===== src/rtl/i2c_regfile_pkg.sv =====
package i2c_regfile_pkg;

    localparam int DW = 8;
    localparam int NUM_TRIM = 8;
    localparam logic [6:0] DEV_ADDR = 7'h6F;

    localparam logic [7:0] A_BRIGHT = 8'h00;
    localparam logic [7:0] A_TRIM0  = 8'h01;
    localparam logic [7:0] A_MEN    = 8'h2A;
    localparam logic [7:0] A_CHEN   = 8'h2B;
    localparam logic [7:0] A_FTMO   = 8'h2C;
    localparam logic [7:0] A_SYNC   = 8'h38;
    localparam logic [7:0] A_STAT   = 8'h40;

    localparam logic [7:0] RST_BRIGHT = 8'h3F;
    localparam logic [7:0] RST_FTMO   = 8'h80;
    localparam logic [1:0] RST_SYNC   = 2'b01;

    typedef enum logic [2:0] {
        ST_IDLE, ST_ADDR, ST_ACK, ST_PTR, ST_WDATA, ST_RDATA, ST_RACK
    } tgt_state_t;

    typedef enum logic [1:0] {
        NX_PTR, NX_WDATA, NX_RDATA
    } after_ack_t;

    typedef struct packed {
        logic          en;
        logic [DW-1:0] addr;
        logic [DW-1:0] data;
    } wr_req_t;

    function automatic logic addr_is_dev(input logic [7:0] b);
        return b[7:1] == DEV_ADDR;
    endfunction

endpackage


===== src/rtl/line_sync.sv =====
module line_sync #(
    parameter int W = 2,
    parameter int STAGES = 2
) (
    input  logic         clk,
    input  logic         rst,
    input  logic [W-1:0] din,
    output logic [W-1:0] lvl,
    output logic [W-1:0] lvl_prev
);
    for (genvar b = 0; b < W; b++) begin : g_bit
        logic [STAGES-1:0] chain;
        logic              prev_q;
        always_ff @(posedge clk) begin
            if (rst) begin
                chain  <= '1;
                prev_q <= 1'b1;
            end else begin
                chain  <= {chain[STAGES-2:0], din[b]};
                prev_q <= chain[STAGES-1];
            end
        end
        assign lvl[b]      = chain[STAGES-1];
        assign lvl_prev[b] = prev_q;
    end
endmodule


===== src/rtl/i2c_target_fsm.sv =====
module i2c_target_fsm
    import i2c_regfile_pkg::*;
(
    input  logic            clk,
    input  logic            rst,
    input  logic            scl_s,
    input  logic            scl_q,
    input  logic            sda_s,
    input  logic            sda_q,
    input  logic [DW-1:0]   rd_data,
    output logic [DW-1:0]   rd_addr,
    output wr_req_t         wr_req,
    output logic            sda_oe,
    output tgt_state_t      state
);
    localparam int BCW = $clog2(DW + 1);
    localparam logic [BCW-1:0] LAST_RX = BCW'(DW);
    localparam logic [BCW-1:0] LAST_TX = BCW'(DW - 1);

    logic scl_rise, scl_fall, start_ev, stop_ev;
    assign scl_rise = scl_s & ~scl_q;
    assign scl_fall = ~scl_s & scl_q;
    assign start_ev = scl_s & scl_q & sda_q & ~sda_s;
    assign stop_ev  = scl_s & scl_q & ~sda_q & sda_s;

    logic [DW-1:0]  shreg, txreg, ptr;
    logic [BCW-1:0] bitcnt;
    after_ack_t     nxt;
    logic           mack;

    assign rd_addr = ptr;

    always_ff @(posedge clk) begin
        if (rst) begin
            state  <= ST_IDLE;
            shreg  <= '0;
            txreg  <= '0;
            ptr    <= '0;
            bitcnt <= '0;
            nxt    <= NX_PTR;
            mack   <= 1'b0;
            sda_oe <= 1'b0;
            wr_req <= '0;
        end else begin
            wr_req.en <= 1'b0;
            if (start_ev) begin
                state  <= ST_ADDR;
                bitcnt <= '0;
                sda_oe <= 1'b0;
            end else if (stop_ev) begin
                state  <= ST_IDLE;
                sda_oe <= 1'b0;
            end else begin
                case (state)
                    ST_ADDR, ST_PTR, ST_WDATA: begin
                        if (scl_rise) begin
                            shreg  <= {shreg[DW-2:0], sda_s};
                            bitcnt <= bitcnt + 1'b1;
                        end else if (scl_fall && bitcnt == LAST_RX) begin
                            bitcnt <= '0;
                            if (state == ST_ADDR) begin
                                if (addr_is_dev(shreg)) begin
                                    sda_oe <= 1'b1;
                                    state  <= ST_ACK;
                                    nxt    <= shreg[0] ? NX_RDATA : NX_PTR;
                                end else begin
                                    state <= ST_IDLE;
                                end
                            end else if (state == ST_PTR) begin
                                ptr    <= shreg;
                                sda_oe <= 1'b1;
                                state  <= ST_ACK;
                                nxt    <= NX_WDATA;
                            end else begin
                                wr_req <= '{en: 1'b1, addr: ptr, data: shreg};
                                ptr    <= ptr + 1'b1;
                                sda_oe <= 1'b1;
                                state  <= ST_ACK;
                                nxt    <= NX_WDATA;
                            end
                        end
                    end
                    ST_ACK: begin
                        if (scl_fall) begin
                            bitcnt <= '0;
                            if (nxt == NX_RDATA) begin
                                txreg  <= rd_data;
                                sda_oe <= ~rd_data[DW-1];
                                ptr    <= ptr + 1'b1;
                                state  <= ST_RDATA;
                            end else begin
                                sda_oe <= 1'b0;
                                state  <= (nxt == NX_PTR) ? ST_PTR : ST_WDATA;
                            end
                        end
                    end
                    ST_RDATA: begin
                        if (scl_fall) begin
                            if (bitcnt == LAST_TX) begin
                                bitcnt <= '0;
                                sda_oe <= 1'b0;
                                state  <= ST_RACK;
                            end else begin
                                bitcnt <= bitcnt + 1'b1;
                                txreg  <= {txreg[DW-2:0], 1'b0};
                                sda_oe <= ~txreg[DW-2];
                            end
                        end
                    end
                    ST_RACK: begin
                        if (scl_rise) begin
                            mack <= ~sda_s;
                        end else if (scl_fall) begin
                            if (mack) begin
                                txreg  <= rd_data;
                                sda_oe <= ~rd_data[DW-1];
                                ptr    <= ptr + 1'b1;
                                state  <= ST_RDATA;
                            end else begin
                                state <= ST_IDLE;
                            end
                        end
                    end
                    default: begin
                        sda_oe <= 1'b0;
                    end
                endcase
            end
        end
    end
endmodule


===== src/rtl/dimmer_reg_bank.sv =====
module dimmer_reg_bank
    import i2c_regfile_pkg::*;
(
    input  logic                   clk,
    input  logic                   rst,
    input  wr_req_t                wr_req,
    input  logic [DW-1:0]          rd_addr,
    input  logic [DW-1:0]          status_in,
    output logic [DW-1:0]          rd_data,
    output logic [DW-1:0]          bright,
    output logic [NUM_TRIM*DW-1:0] trim_flat,
    output logic                   master_en,
    output logic [DW-1:0]          chan_en,
    output logic [DW-1:0]          fault_tmo,
    output logic [1:0]             sync_sel
);
    logic [DW-1:0] trim_q [NUM_TRIM];

    always_ff @(posedge clk) begin
        if (rst) begin
            bright    <= RST_BRIGHT;
            master_en <= 1'b0;
            chan_en   <= '0;
            fault_tmo <= RST_FTMO;
            sync_sel  <= RST_SYNC;
        end else if (wr_req.en) begin
            case (wr_req.addr)
                A_BRIGHT: bright    <= wr_req.data;
                A_MEN:    master_en <= wr_req.data[0];
                A_CHEN:   chan_en   <= wr_req.data;
                A_FTMO:   fault_tmo <= wr_req.data;
                A_SYNC:   sync_sel  <= wr_req.data[1:0];
                default:  ;
            endcase
        end
    end

    for (genvar k = 0; k < NUM_TRIM; k++) begin : g_trim
        localparam logic [DW-1:0] MY_ADDR = A_TRIM0 + DW'(k);
        always_ff @(posedge clk) begin
            if (rst) begin
                trim_q[k] <= '0;
            end else if (wr_req.en && wr_req.addr == MY_ADDR) begin
                trim_q[k] <= wr_req.data;
            end
        end
        assign trim_flat[k*DW +: DW] = trim_q[k];
    end

    always_comb begin
        rd_data = '0;
        case (rd_addr)
            A_BRIGHT: rd_data = bright;
            A_MEN:    rd_data = {{(DW-1){1'b0}}, master_en};
            A_CHEN:   rd_data = chan_en;
            A_FTMO:   rd_data = fault_tmo;
            A_SYNC:   rd_data = {{(DW-2){1'b0}}, sync_sel};
            A_STAT:   rd_data = status_in;
            default:  rd_data = '0;
        endcase
        for (int k = 0; k < NUM_TRIM; k++) begin
            if (rd_addr == A_TRIM0 + DW'(k)) rd_data = trim_q[k];
        end
    end
endmodule


===== src/rtl/i2c_regfile_top.sv =====
module i2c_regfile_top
    import i2c_regfile_pkg::*;
(
    input  logic        clk,
    input  logic        rst,
    input  logic        scl_in,
    input  logic        sda_in,
    output logic        sda_oe,
    input  logic [7:0]  status_in,
    output logic [7:0]  bright,
    output logic [63:0] trim_flat,
    output logic        master_en,
    output logic [7:0]  chan_en,
    output logic [7:0]  fault_tmo,
    output logic [1:0]  sync_sel
);
    logic [1:0] lvl, lvl_prev;
    logic       scl_s, scl_q, sda_s, sda_q;
    logic [DW-1:0] rd_data, rd_addr;
    wr_req_t    wr_req;
    tgt_state_t fsm_state;
    logic       wr_en;

    line_sync #(.W(2), .STAGES(2)) u_sync (
        .clk      (clk),
        .rst      (rst),
        .din      ({sda_in, scl_in}),
        .lvl      (lvl),
        .lvl_prev (lvl_prev)
    );

    assign scl_s = lvl[0];
    assign sda_s = lvl[1];
    assign scl_q = lvl_prev[0];
    assign sda_q = lvl_prev[1];
    assign wr_en = wr_req.en;

    i2c_target_fsm u_fsm (
        .clk     (clk),
        .rst     (rst),
        .scl_s   (scl_s),
        .scl_q   (scl_q),
        .sda_s   (sda_s),
        .sda_q   (sda_q),
        .rd_data (rd_data),
        .rd_addr (rd_addr),
        .wr_req  (wr_req),
        .sda_oe  (sda_oe),
        .state   (fsm_state)
    );

    dimmer_reg_bank u_bank (
        .clk       (clk),
        .rst       (rst),
        .wr_req    (wr_req),
        .rd_addr   (rd_addr),
        .status_in (status_in),
        .rd_data   (rd_data),
        .bright    (bright),
        .trim_flat (trim_flat),
        .master_en (master_en),
        .chan_en   (chan_en),
        .fault_tmo (fault_tmo),
        .sync_sel  (sync_sel)
    );
endmodule


===== config.mk =====
export PLATFORM = sky130hd
export DESIGN_NAME = i2c_regfile_top
export DESIGN_NICKNAME = d
export VERILOG_FILES = /design/src/rtl/i2c_regfile_pkg.sv /design/src/rtl/line_sync.sv /design/src/rtl/i2c_target_fsm.sv /design/src/rtl/dimmer_reg_bank.sv /design/src/rtl/i2c_regfile_top.sv
export SDC_FILE = /design/constraint.sdc
export NUM_CORES = 1
export LEC_CHECK = 0
export BUFFER_PORTS_ARGS = -buffer_cell sky130_fd_sc_hd__buf_4
export CAP_MARGIN = 20
export CORE_UTILIZATION = 52
export DETAILED_ROUTE_END_ITERATION = 8
export GPL_ROUTABILITY_DRIVEN = 0
export GPL_TIMING_DRIVEN = 0
export HOLD_SLACK_MARGIN = 0.05
export PLACE_DENSITY = 0.76
export SKIP_CTS_REPAIR_TIMING = 1
export SYNTH_ARGS = -nofsm -noshare
export SYNTH_HDL_FRONTEND = slang
export SYNTH_SLANG_ARGS = --single-unit
export TNS_END_PERCENT = 100

===== constraint.sdc =====
create_clock -name clk -period 2.3 [get_ports clk]
set_clock_uncertainty 0.05 [all_clocks]
set_input_delay 0 -clock clk [delete_from_list [all_inputs] [get_ports clk]]
set_output_delay 0 -clock clk [all_outputs]
set_load 0.01 [all_outputs]

### After elaboration in Yosys (flattened, before gate mapping)

Memory sizes are Yosys's and may differ from the RTL's.
Cells that the tools add are included.

* memory bits (writable): 64
* memories kept: 1
* input port bits: 12
* register bits after elaboration: 84
* word-level logic and storage cells: 242
* output and inout bits: 92

* equality and inequality tests: 56
* bitwise operators: 28
* reductions and logical operators: 36
* mux-type cells: 98
* add/subtract/negate cells: 2

Memories
* u_bank.trim_q: words 8, width 8, rd ports 8, clocked after memory_dff 0, write ports 8, RTL line dimmer_reg_bank.sv:17 `logic [DW-1:0] trim_q [NUM_TRIM];`

Operator list (number)
* 8-bit two-way mux: 25
* 8-bit by 3-bit equality test with 1-bit output, second input constant: 8
* 8-bit by 6-bit equality test with 1-bit output, second input constant: 8
* 7-bit two-way mux: 7
* 8-bit case mux with 6 select lines: 1
* 1-bit two-way mux: 39
* 8-bit by 2-bit equality test with 1-bit output, second input constant: 4
* 3-bit two-way mux: 10
* 8-bit case mux with 3 select lines: 1
* 8-bit AND reduction: 3
* 7-bit case mux with 3 select lines: 1
* 4-bit two-way mux: 5
* 4-bit by 1-bit inequality test with 1-bit output, second input constant: 5
* 17-bit two-way mux: 1
* 8-bit by 1-bit equality test with 1-bit output, second input constant: 2
* 8-bit by 4-bit equality test with 1-bit output, second input constant: 2
* 8-bit logical NOT: 2
* 2-bit by 1-bit inequality test with 1-bit output, second input constant: 7
* 1-bit inverter: 13
* 3-bit case mux with 4 select lines: 1
* 4-bit case mux with 3 select lines: 1
* 11-bit AND reduction: 1
* 2-bit two-way mux: 5
* 2-bit inequality test, second input constant: 5
* other kinds (30): 63

### Logic depth before layout (Yosys ltp)

Gate-level depths: netlist of run 1.

* word-level depth: 15
* gate-level depth with buffers: 9
* mapped depth without buffers: 8

### Hierarchy

From an unflattened synthesis of run 1, not the netlist that was laid out.

* cell total of the unflattened synthesis: 766
* area, all modules: 7537.2 µm²

Modules (own cells, without submodules)
* dimmer_reg_bank: area an instance 4655.7 µm², instances 1, cells each 436, seq. area each 2462.4 µm²
* i2c_target_fsm: area an instance 2693.8 µm², instances 1, cells each 314, seq. area each 1021.0 µm²
* line_sync: area an instance 187.7 µm², instances 1, cells each 16, seq. area each 120.1 µm²

### Least setup slack after synthesis of run 1

OpenSTA, ideal clock, no wires.

* kind: reg2reg
* from: register u_fsm.ptr[0] (netlist: u_fsm.rd_addr[0])
* to: register u_fsm.sda_oe
* stages on the path, launching flop included: 9
* buffers on the path: 1
* arrival time: 1951 ps
* setup time: 145 ps
* required time: 2105 ps
* clock period less this slack: 2146 ps
* slack: 154 ps
* cells stage by stage: dfxtp_1 inv_1 ha_1 clkbuf_1 nand3_1 a32oi_2 a31oi_1 a2111oi_0 o22ai_1

* cells in the longest elaborated chain, start to end: 15
* elaborated cells between the ends (all ways): 30
* classes of those cells: eq/ne: 13; mux: 15; bitwise: 1; reduce/logical: 1

Ends and longest elaborated chain
* from (decl): RTL line i2c_target_fsm.sv:26 `logic [DW-1:0] shreg, txreg, ptr;`
* from (signal assigned): RTL line i2c_target_fsm.sv:70 `ptr <= shreg;`
* from (signal assigned): RTL line i2c_target_fsm.sv:76 `ptr <= ptr + 1'b1;`
* from (signal assigned): RTL line i2c_target_fsm.sv:89 `ptr <= ptr + 1'b1;`
* 8-bit by 7-bit equality test with 1-bit output, or another cell as far along: RTL line dimmer_reg_bank.sv:52 `case (rd_addr)`
* 8-bit case mux with 6 select lines: RTL line dimmer_reg_bank.sv:52
* 8-bit two-way mux (7 in a row): RTL line dimmer_reg_bank.sv:62 `if (rd_addr == A_TRIM0 + DW'(k)) rd_data = trim_q[k];`
* 8-bit two-way mux (*): RTL line dimmer_reg_bank.sv:62
* 1-bit inverter (*): RTL line i2c_target_fsm.sv:88, i2c_target_fsm.sv:116
* 1-bit two-way mux: RTL line i2c_target_fsm.sv:114 `if (mack) begin`
* 1-bit two-way mux: RTL line i2c_target_fsm.sv:113 `end else if (scl_fall) begin`
* 1-bit two-way mux: RTL line i2c_target_fsm.sv:111 `if (scl_rise) begin`
* 1-bit case mux with 4 select lines (*): RTL line i2c_target_fsm.sv:54 `case (state)`
* to (signal assigned): RTL line i2c_target_fsm.sv:88 `sda_oe <= ~rd_data[DW-1];`
* to (signal assigned): RTL line i2c_target_fsm.sv:106 `sda_oe <= ~txreg[DW-2];`
* to (signal assigned): RTL line i2c_target_fsm.sv:116 `sda_oe <= ~rd_data[DW-1];`
* to (decl): RTL line i2c_target_fsm.sv:13 `output logic sda_oe,`

Every way passes the cells marked *; elsewhere a longest branch is shown, timed or not. The select of a mux whose other input is x is not followed.
A chain may end at the register's enable or synchronous reset.

### Worst setup path after layout of run 1

* from: register u_fsm.ptr[1] (netlist: u_fsm.rd_addr[1])
* to: register u_fsm.sda_oe

Same word-level chain as after synthesis.

==> impl_results.md, run 1 <==
- Status: complete, but fails checks
- Failing checks: DRC, setup timing
- Simple-Gate Fraction of Synth Area: between 20% and 30%
- Synth area leaders: edfxtp_1 (26%), dfxtp_1 (23%), and2_1 (5.8%), nand2_1 (4.8%), mux2i_1 (4.7%)
- Logic pwr share: 5.8%
- Hold/Removal Path Class: input pin to flip-flop
- Crit path required time: 2.53 ns
- Most frequent cells after synthesis: nand2_1 (96), dfxtp_1 (84), nor2_1 (70)
- Initial core utilization: 53.4%
- Clock Latency Late Sink: around 0.43 ns
- Dpl cell area: 8450 um^2
- Setup violators final: 3
- Main synth FF type: dfxtp_1
- Post-Syn Nets: 819
- Peak VDD IR: ~0.00057 V
- Max stage delay on crit path: 0.40 ns
- Total chip power: 5.92 mW
- Initial drt markers: 1094
- GRT Overall Usage: between 30% and 40%
- DR vias/cell: 6.23
- Vias in the first global route: between 6000 and 7000
- Adder-cell share of the synthesized area: under 10%
- Crit path time final: 2.36 ns
- Nets: between 900 and 1000
- Synth Instances: 801
- RSZ-0062 raised after global routing: true
- HPWL after DPL: 16300 um
- Final TNS setup: -0.0626 ns
- Die Ht: roughly 120 um
- CP Launch Point: u_fsm.rd_addr[1]
- Sw Pwr: around 1.3 mW
- CTS sink count: 148
- CTS root buffer: clkbuf_16
- Worst setup endpoint: u_fsm.sda_oe
- Final instance area: 9470 um^2
- Final design utilization: between 60% and 70%
- FF-to-FF setup slack: -0.06 ns
- H-tree Lvls: 4
- Global-route wire length before repair: 34400 um
- PortBufs: 103
- P per Cell Area: between 600 and 700 nW/um^2
- Ports: roughly 100
- Library cells used by synthesis: 70
- FILL cells: around 1100
- Count leader, synth: nand2_1
- Vias: between 7000 and 8000
- Bufs and invs on worst path: 2
- Row count: 43
- Area of the multi-input gates: 3800 um^2
- Slew @ Worst Pin: 0.875 ns
- Crit Reg-Reg Startpoint: u_fsm.rd_addr[1]
- Pre-CTS WS: -0.842 ns
- Clock slew at reported path FFs: 0.06 ns
- Sequential area share after synthesis: 48.5%
- CTS tree: done
- Core footprint: 13900 um^2
- Antenna cells: 0
- Final ANT Viol Nets: 0
- Final Hold Violating Endpoints: 0
- Critical path depth: 8
- Routed length per placed instance: approximately 21 um
- Cells on worst reg2reg path: 8
- Main combinational cell family by area after synthesis: simple AND/OR/NAND/NOR gates
- Post-synth ARST share: 0%
- Die width: 122 um
- Longest Clk Path Bufs: 2
- Largest net degree at the start of global routing: 17
- Yosys warning count: 0
- Rel. slew slack: 41.2%
- Number of remaining DRC errors: 6
- Period Utilization, post-route: 102%
- Layout area overhead: 27.4%
- P_int: 4.58 mW
- CP max stage cell: dfxtp_2
- Routed wire length: 23500 um
- F_max: 0.425 GHz
- Synth Area in XOR/XNOR: 0.118%
- Area leader, netlist: edfxtp_1
- Critical path fanouts, max: 10
- CTS buffer count: 17
- Reg area: 3610 um^2
- Worst r2r dst: u_fsm.sda_oe
- Multiplexer area fraction after synthesis: 4.71%
- Syn avg cell area: a little over 9 um^2
- Max-cap viol count: 0
- Ordered list of cells on the worst path: ha_2, clkbuf_4, buf_4, a31oi_1, o22ai_2, a31oi_2, a2111oi_4, o22ai_1
- EDFF count, synth: between 60 and 70
- #FFs+latches synth: 148
- Cell Area, Synth: 7440 um^2
- Synth Area in Compound Gates: between 10% and 20%
- Cell leakage power: 3.63 nW
- WHS Path Cells: 4
- Switch share: 22.7%
- Critical path class: flip-flop to flip-flop
- Layout cells sized above 1: 25.1%
- Clock power frac: 46.4%
- Share of the synthesized area in the top cell type: approximately a quarter
- CP Launch Type: flip-flop
- Initial antenna violation count: 0
- Critical path endpoint category: flip-flop
- Post-layout worst setup margin: -0.0552 ns
- Global route overflow: 0
- CP arrival: 2.59 ns
- Flop pwr share: about 48%
- Drt pass-1 iters: 9
- Cell family with most CP delay: compound AO/OA/AOI/OAI gates
- Max-slew violations: 0
- Full die area: ~15000 um^2
-- kinds of logic after synthesis --
| family | count (synthesis) |
|---|---|
| AND/OR/NAND/NOR | 348 |
| AO/OA/AOI/OAI | 194 |
| flip-flops | 148 |
| buffers and inverters | 69 |
| multiplexers | 35 |
| adder cells (fa/ha/maj) | 6 |
| XOR/XNOR | 1 |
-- per-stage QoR --
step,std cells,hold slack (ns)
floorplan,801,0.0538
detailed placement,1086,0.137
global placement,1084,0.136
finish,1136,0.0834
CTS,1118,-0.299
global route,1136,0.156
-- layout by cell type (no fill, tap or decap), types with 14 or more instances in the layout --
master	synthesis	routed
nand2_1	96	95
clkbuf_16	0	20
and2_1	69	68
inv_1	17	14
o21ai_0	43	40
dfxtp_1	84	81
nor2_1	70	67
buf_4	2	117
a21oi_1	44	44
nor3_1	20	16
mux2i_1	35	35
clkbuf_1	36	26
edfxtp_1	64	64
nand3_1	19	18
o22ai_1	15	14
buf_2	11	16
-- cell type report --
class | count | share of cell area, %
Timing Repair Buffer | 126 | 9.99
Sequential cell | 148 | 38.1
Multi-Input combinational cell | 584 | 40.1
Buffer | 49 | 2.48
Tap cell | 180 | 2.38
Inverter | 17 | 0.740
Clock inverter | 7 | 0.436
Clock buffer | 25 | 5.80
-- how the worst min path moves through the flow --
stage | from | endpoint | slack, ns
after global routing | rst | u_fsm.state[2] | 0.16
after floorplan | scl_in | u_sync.g_bit[0].chain[0] | 0.05
final | rst | u_fsm.state[2] | 0.08
after global placement | scl_in | u_sync.g_bit[0].chain[0] | 0.14
after detailed placement | scl_in | u_sync.g_bit[0].chain[0] | 0.14
after CTS | scl_in | u_sync.g_bit[0].chain[0] | -0.30
-- flip-flops by register name, indices dropped and copies added (netlist names) --
| name | flops |
|---|---|
| u_bank.trim_q | 64 |
| u_fsm.shreg | 8 |
| u_bank.sync_sel | 2 |
| u_fsm.mack | 1 |
| u_fsm.rd_addr | 8 |
| u_sync.g_bit.prev_q | 2 |
| u_bank.bright | 8 |
| u_bank.chan_en | 8 |
| u_bank.master_en | 1 |
| u_fsm.wr_req | 17 |
| u_sync.g_bit.chain | 4 |
| u_bank.fault_tmo | 8 |
| u_fsm.sda_oe | 1 |
| u_fsm.txreg | 7 |
| u_fsm.bitcnt | 4 |
| u_fsm.nxt | 2 |
| u_fsm.state | 3 |
-- power groups by stage --
stage / registers (mW) / logic (mW) / clock network (mW)
after floorplan: 2.89 / 0.148 / 0
after global placement: 2.88 / 0.299 / 0
after detailed placement: 2.88 / 0.304 / 0
after CTS: 2.83 / 0.305 / 2.75
after global routing: 2.83 / 0.366 / 2.86
final: 2.83 / 0.343 / 2.75
-- metal layers --
metal	routed length (um)	global-route usage, %	vias to the layer above
met3	2530	8.43	90
met4	767	11.1	0
met5	0	0	-
li1	-	-	3182
met1	9620	42.5	3333
met2	10600	48.0	472
-- worst min-delay path, cell delays in order --
cell	delay, ns
buf_4	0.09
inv_1	0.05
o21ai_0	0.28
a211oi_1	0.08
No activity file was read; power rests on OpenSTA's default activity.
==> run 2: changes to the inputs <==
Settings changed: REMOVE_ABC_BUFFERS from default to 1, SETUP_SLACK_MARGIN from default to 0.5.
==> run 2 against run 1 <==
The run ends with setup timing left; die area stayed put; largest cell class unchanged; global-route usage is 0.76 points lower; routed wire length is 22% higher; total power is 2.5% higher; flip-flop and latch count stayed put; worst hold slack better by 0.062 ns; count of clock-buffer cells in the layout is 5 lower; design area is 11% higher; critical endpoint unchanged; highest routed layer unchanged.
==> impl_results.md, run 2 (same netlist as run 1, synthesis figures left out) <==
- Routed wire length: 28600 um (+22%)
- Antenna cells: 0 (unchanged)
- Cell leakage power: 3.97 nW (+9.4%)
- Layout area overhead: 41.0%
- Nets: 977 (+1.7%)
- Initial drt markers: 1329 (+21%)
- Critical path fanouts, max: 5 (-5)
- Initial core utilization: 53.4% (unchanged)
- Final design utilization: 75.3% (+7.3 points)
- FILL cells: 825 (-27%)
- Largest net degree at the start of global routing: 76 (+59)
- Cell family with most CP delay: compound AO/OA/AOI/OAI gates
- Critical path endpoint category: flip-flop
- Die width: 122 um (unchanged)
- Row count: 43 (unchanged)
- Bufs and invs on worst path: 1 (-1)
- Crit path time final: 2.59 ns (+0.239 ns)
- Routed length per placed instance: 24.8 um (+20%)
- RSZ-0062 raised after global routing: true
- Max stage delay on crit path: 0.74 ns (+0.34 ns)
- Cells on worst reg2reg path: 6 (-2)
- Final TNS setup: -0.422 ns (-0.360 ns)
- Max-slew violations: 0 (unchanged)
- Layout cells sized above 1: 37.8% (+13 points)
- CTS root buffer: clkbuf_16
- Number of remaining DRC errors: 0 (-6)
- Vias: 7821 (+11%)
- Die Ht: 122 um (unchanged)
- Largest register FFs: 64 (unchanged)
- CP arrival: 2.83 ns (+0.24 ns)
- H-tree Lvls: 4 (unchanged)
- CTS sink count: 148 (unchanged)
- Failing checks: setup timing
- Critical path class: flip-flop to flip-flop
- Slew @ Worst Pin: 1.12 ns (+0.240 ns)
- Full die area: 14800 um^2 (unchanged)
- Drt pass-1 iters: 6 (-3)
- Post-layout worst setup margin: -0.294 ns (-0.239 ns)
- Final Hold Violating Endpoints: 0 (unchanged)
- F_max: 0.386 GHz (-9.2%)
- Hold/Removal Path Class: input pin to flip-flop
- HPWL after DPL: 15100 um (-7.2%)
- Clock Latency Late Sink: 0.44 ns (about the same)
- Dpl cells: 1034 (-4.8%)
- CP max stage cell: o31ai_1
- Global route overflow: 0 (unchanged)
- Most common cell after layout, fill and taps aside: buf_4
- Global-route wire length before repair: 33900 um (-1.6%)
- Ports: 104 (unchanged)
- Critical path depth: 6 (-2)
- Peak VDD IR: 0.000523 V (-8.7%)
- Setup violators final: 4 (+1)
- Vias in the first global route: 6321 (+0.70%)
- Max-cap viol count: 0 (unchanged)
- Core footprint: 13900 um^2 (unchanged)
- Rel. slew slack: 25.4% (-16 points)
- PortBufs: 103 (unchanged)
- Fin cells: 1152 (+1.4%)
- CP Launch Type: flip-flop
- Crit path required time: 2.54 ns (about the same)
- Top Registers: u_bank.trim_q x64, u_fsm.wr_req x17
- Final ANT Viol Nets: 0 (unchanged)
- GRT Overall Usage: 30.5% (-0.76 points)
- Clock slew at reported path FFs: 0.06 ns (about the same)
- Commonest cells after routing, fill and taps aside: buf_4 (144), nand2_1 (71), dfxtp_1 (69)
- Longest Clk Path Bufs: 2 (unchanged)
- DR vias/cell: 6.79 (+9.0%)
- WHS Path Cells: 3 (-1)
- Initial antenna violation count: 0 (unchanged)
- Period Utilization, post-route: 113% (+10 points)
- CTS buffer count: 17 (unchanged)
- P per Cell Area: 578 nW/um^2 (-7.4%)
- Status: complete, but fails checks
- Reg with most FFs: u_bank.trim_q
- Ordered list of cells on the worst path: nand4_1, o31ai_1, inv_1, a211oi_1, mux2i_1, o22ai_1
- CTS tree: done
[run 2: cell types whose count changed in the layout (fill, tap and decap cells not counted), sizes merged]
cell         previous run  this run
bufinv                  0         2
dlygate4sd3             2         9
clkbuf                 62        25
nand2                  96        98
clkinvlp                2         8
clkinv                  6         4
buf                   136       174
[run 2: final timing paths]
kind	startpoint	endpoint	slack, ns
hold / removal	rst	u_fsm.txreg[6]	0.15
setup reg to reg	u_fsm.shreg[2]	u_fsm.sda_oe	-0.29
hold reg to reg	u_sync.g_bit[1].chain[0]	u_sync.g_bit[1].chain[1]	0.36
setup / recovery	u_fsm.shreg[2]	u_fsm.sda_oe	-0.29
[run 2: through the flow]
stage | total power [mW] | worst slack [ns] | hold slack (ns) | cell area (um^2)
6_report | 6.07 | -0.294 | 0.145 | 10500
2_1_floorplan | 3.02 | 0.0147 | 0.0191 | 7220
3_5_place_dp | 3.17 | -1.03 | 0.138 | 8230
5_1_grt | 6.17 | -0.368 | 0.140 | 10500
4_1_cts | 5.89 | -1.07 | -0.303 | 8820
3_3_place_gp | 3.16 | -0.938 | 0.135 | 8220
[run 2: power by group]
part | internal (mW) | switching (mW)
combinational | 0.178 | 0.243
clock | 1.66 | 1.15
sequential | 2.78 | 0.0597
total | 4.61 | 1.45
[run 2: worst register-to-register path, stage by stage (launching register included)]
cell      delay, ns
dfxtp_1        0.53
nand4_1        0.14
o31ai_1        0.74
inv_1          0.11
a211oi_1       0.45
mux2i_1        0.32
o22ai_1        0.11
[run 2: routing by layer]
layer	share of wire, %	global-route usage, %
met3	13	7.72
met1	35	39.2
met4	6.5	15.6
met5	0	0
met2	45	47.7
[run 2: final cells by class]
cell class / instances / area, um^2 / area share [%]
Clock inverter: 12 / 130 / 1.24
Inverter: 17 / 78.8 / 0.752
Timing Repair inverter: 1 / 5.00 / 0.0477
Sequential cell: 148 / 3650 / 34.8
Tap cell: 180 / 225 / 2.15
Clock buffer: 20 / 458 / 4.37
Timing Repair Buffer: 188 / 1580 / 15.0
Multi-Input combinational cell: 586 / 4370 / 41.6
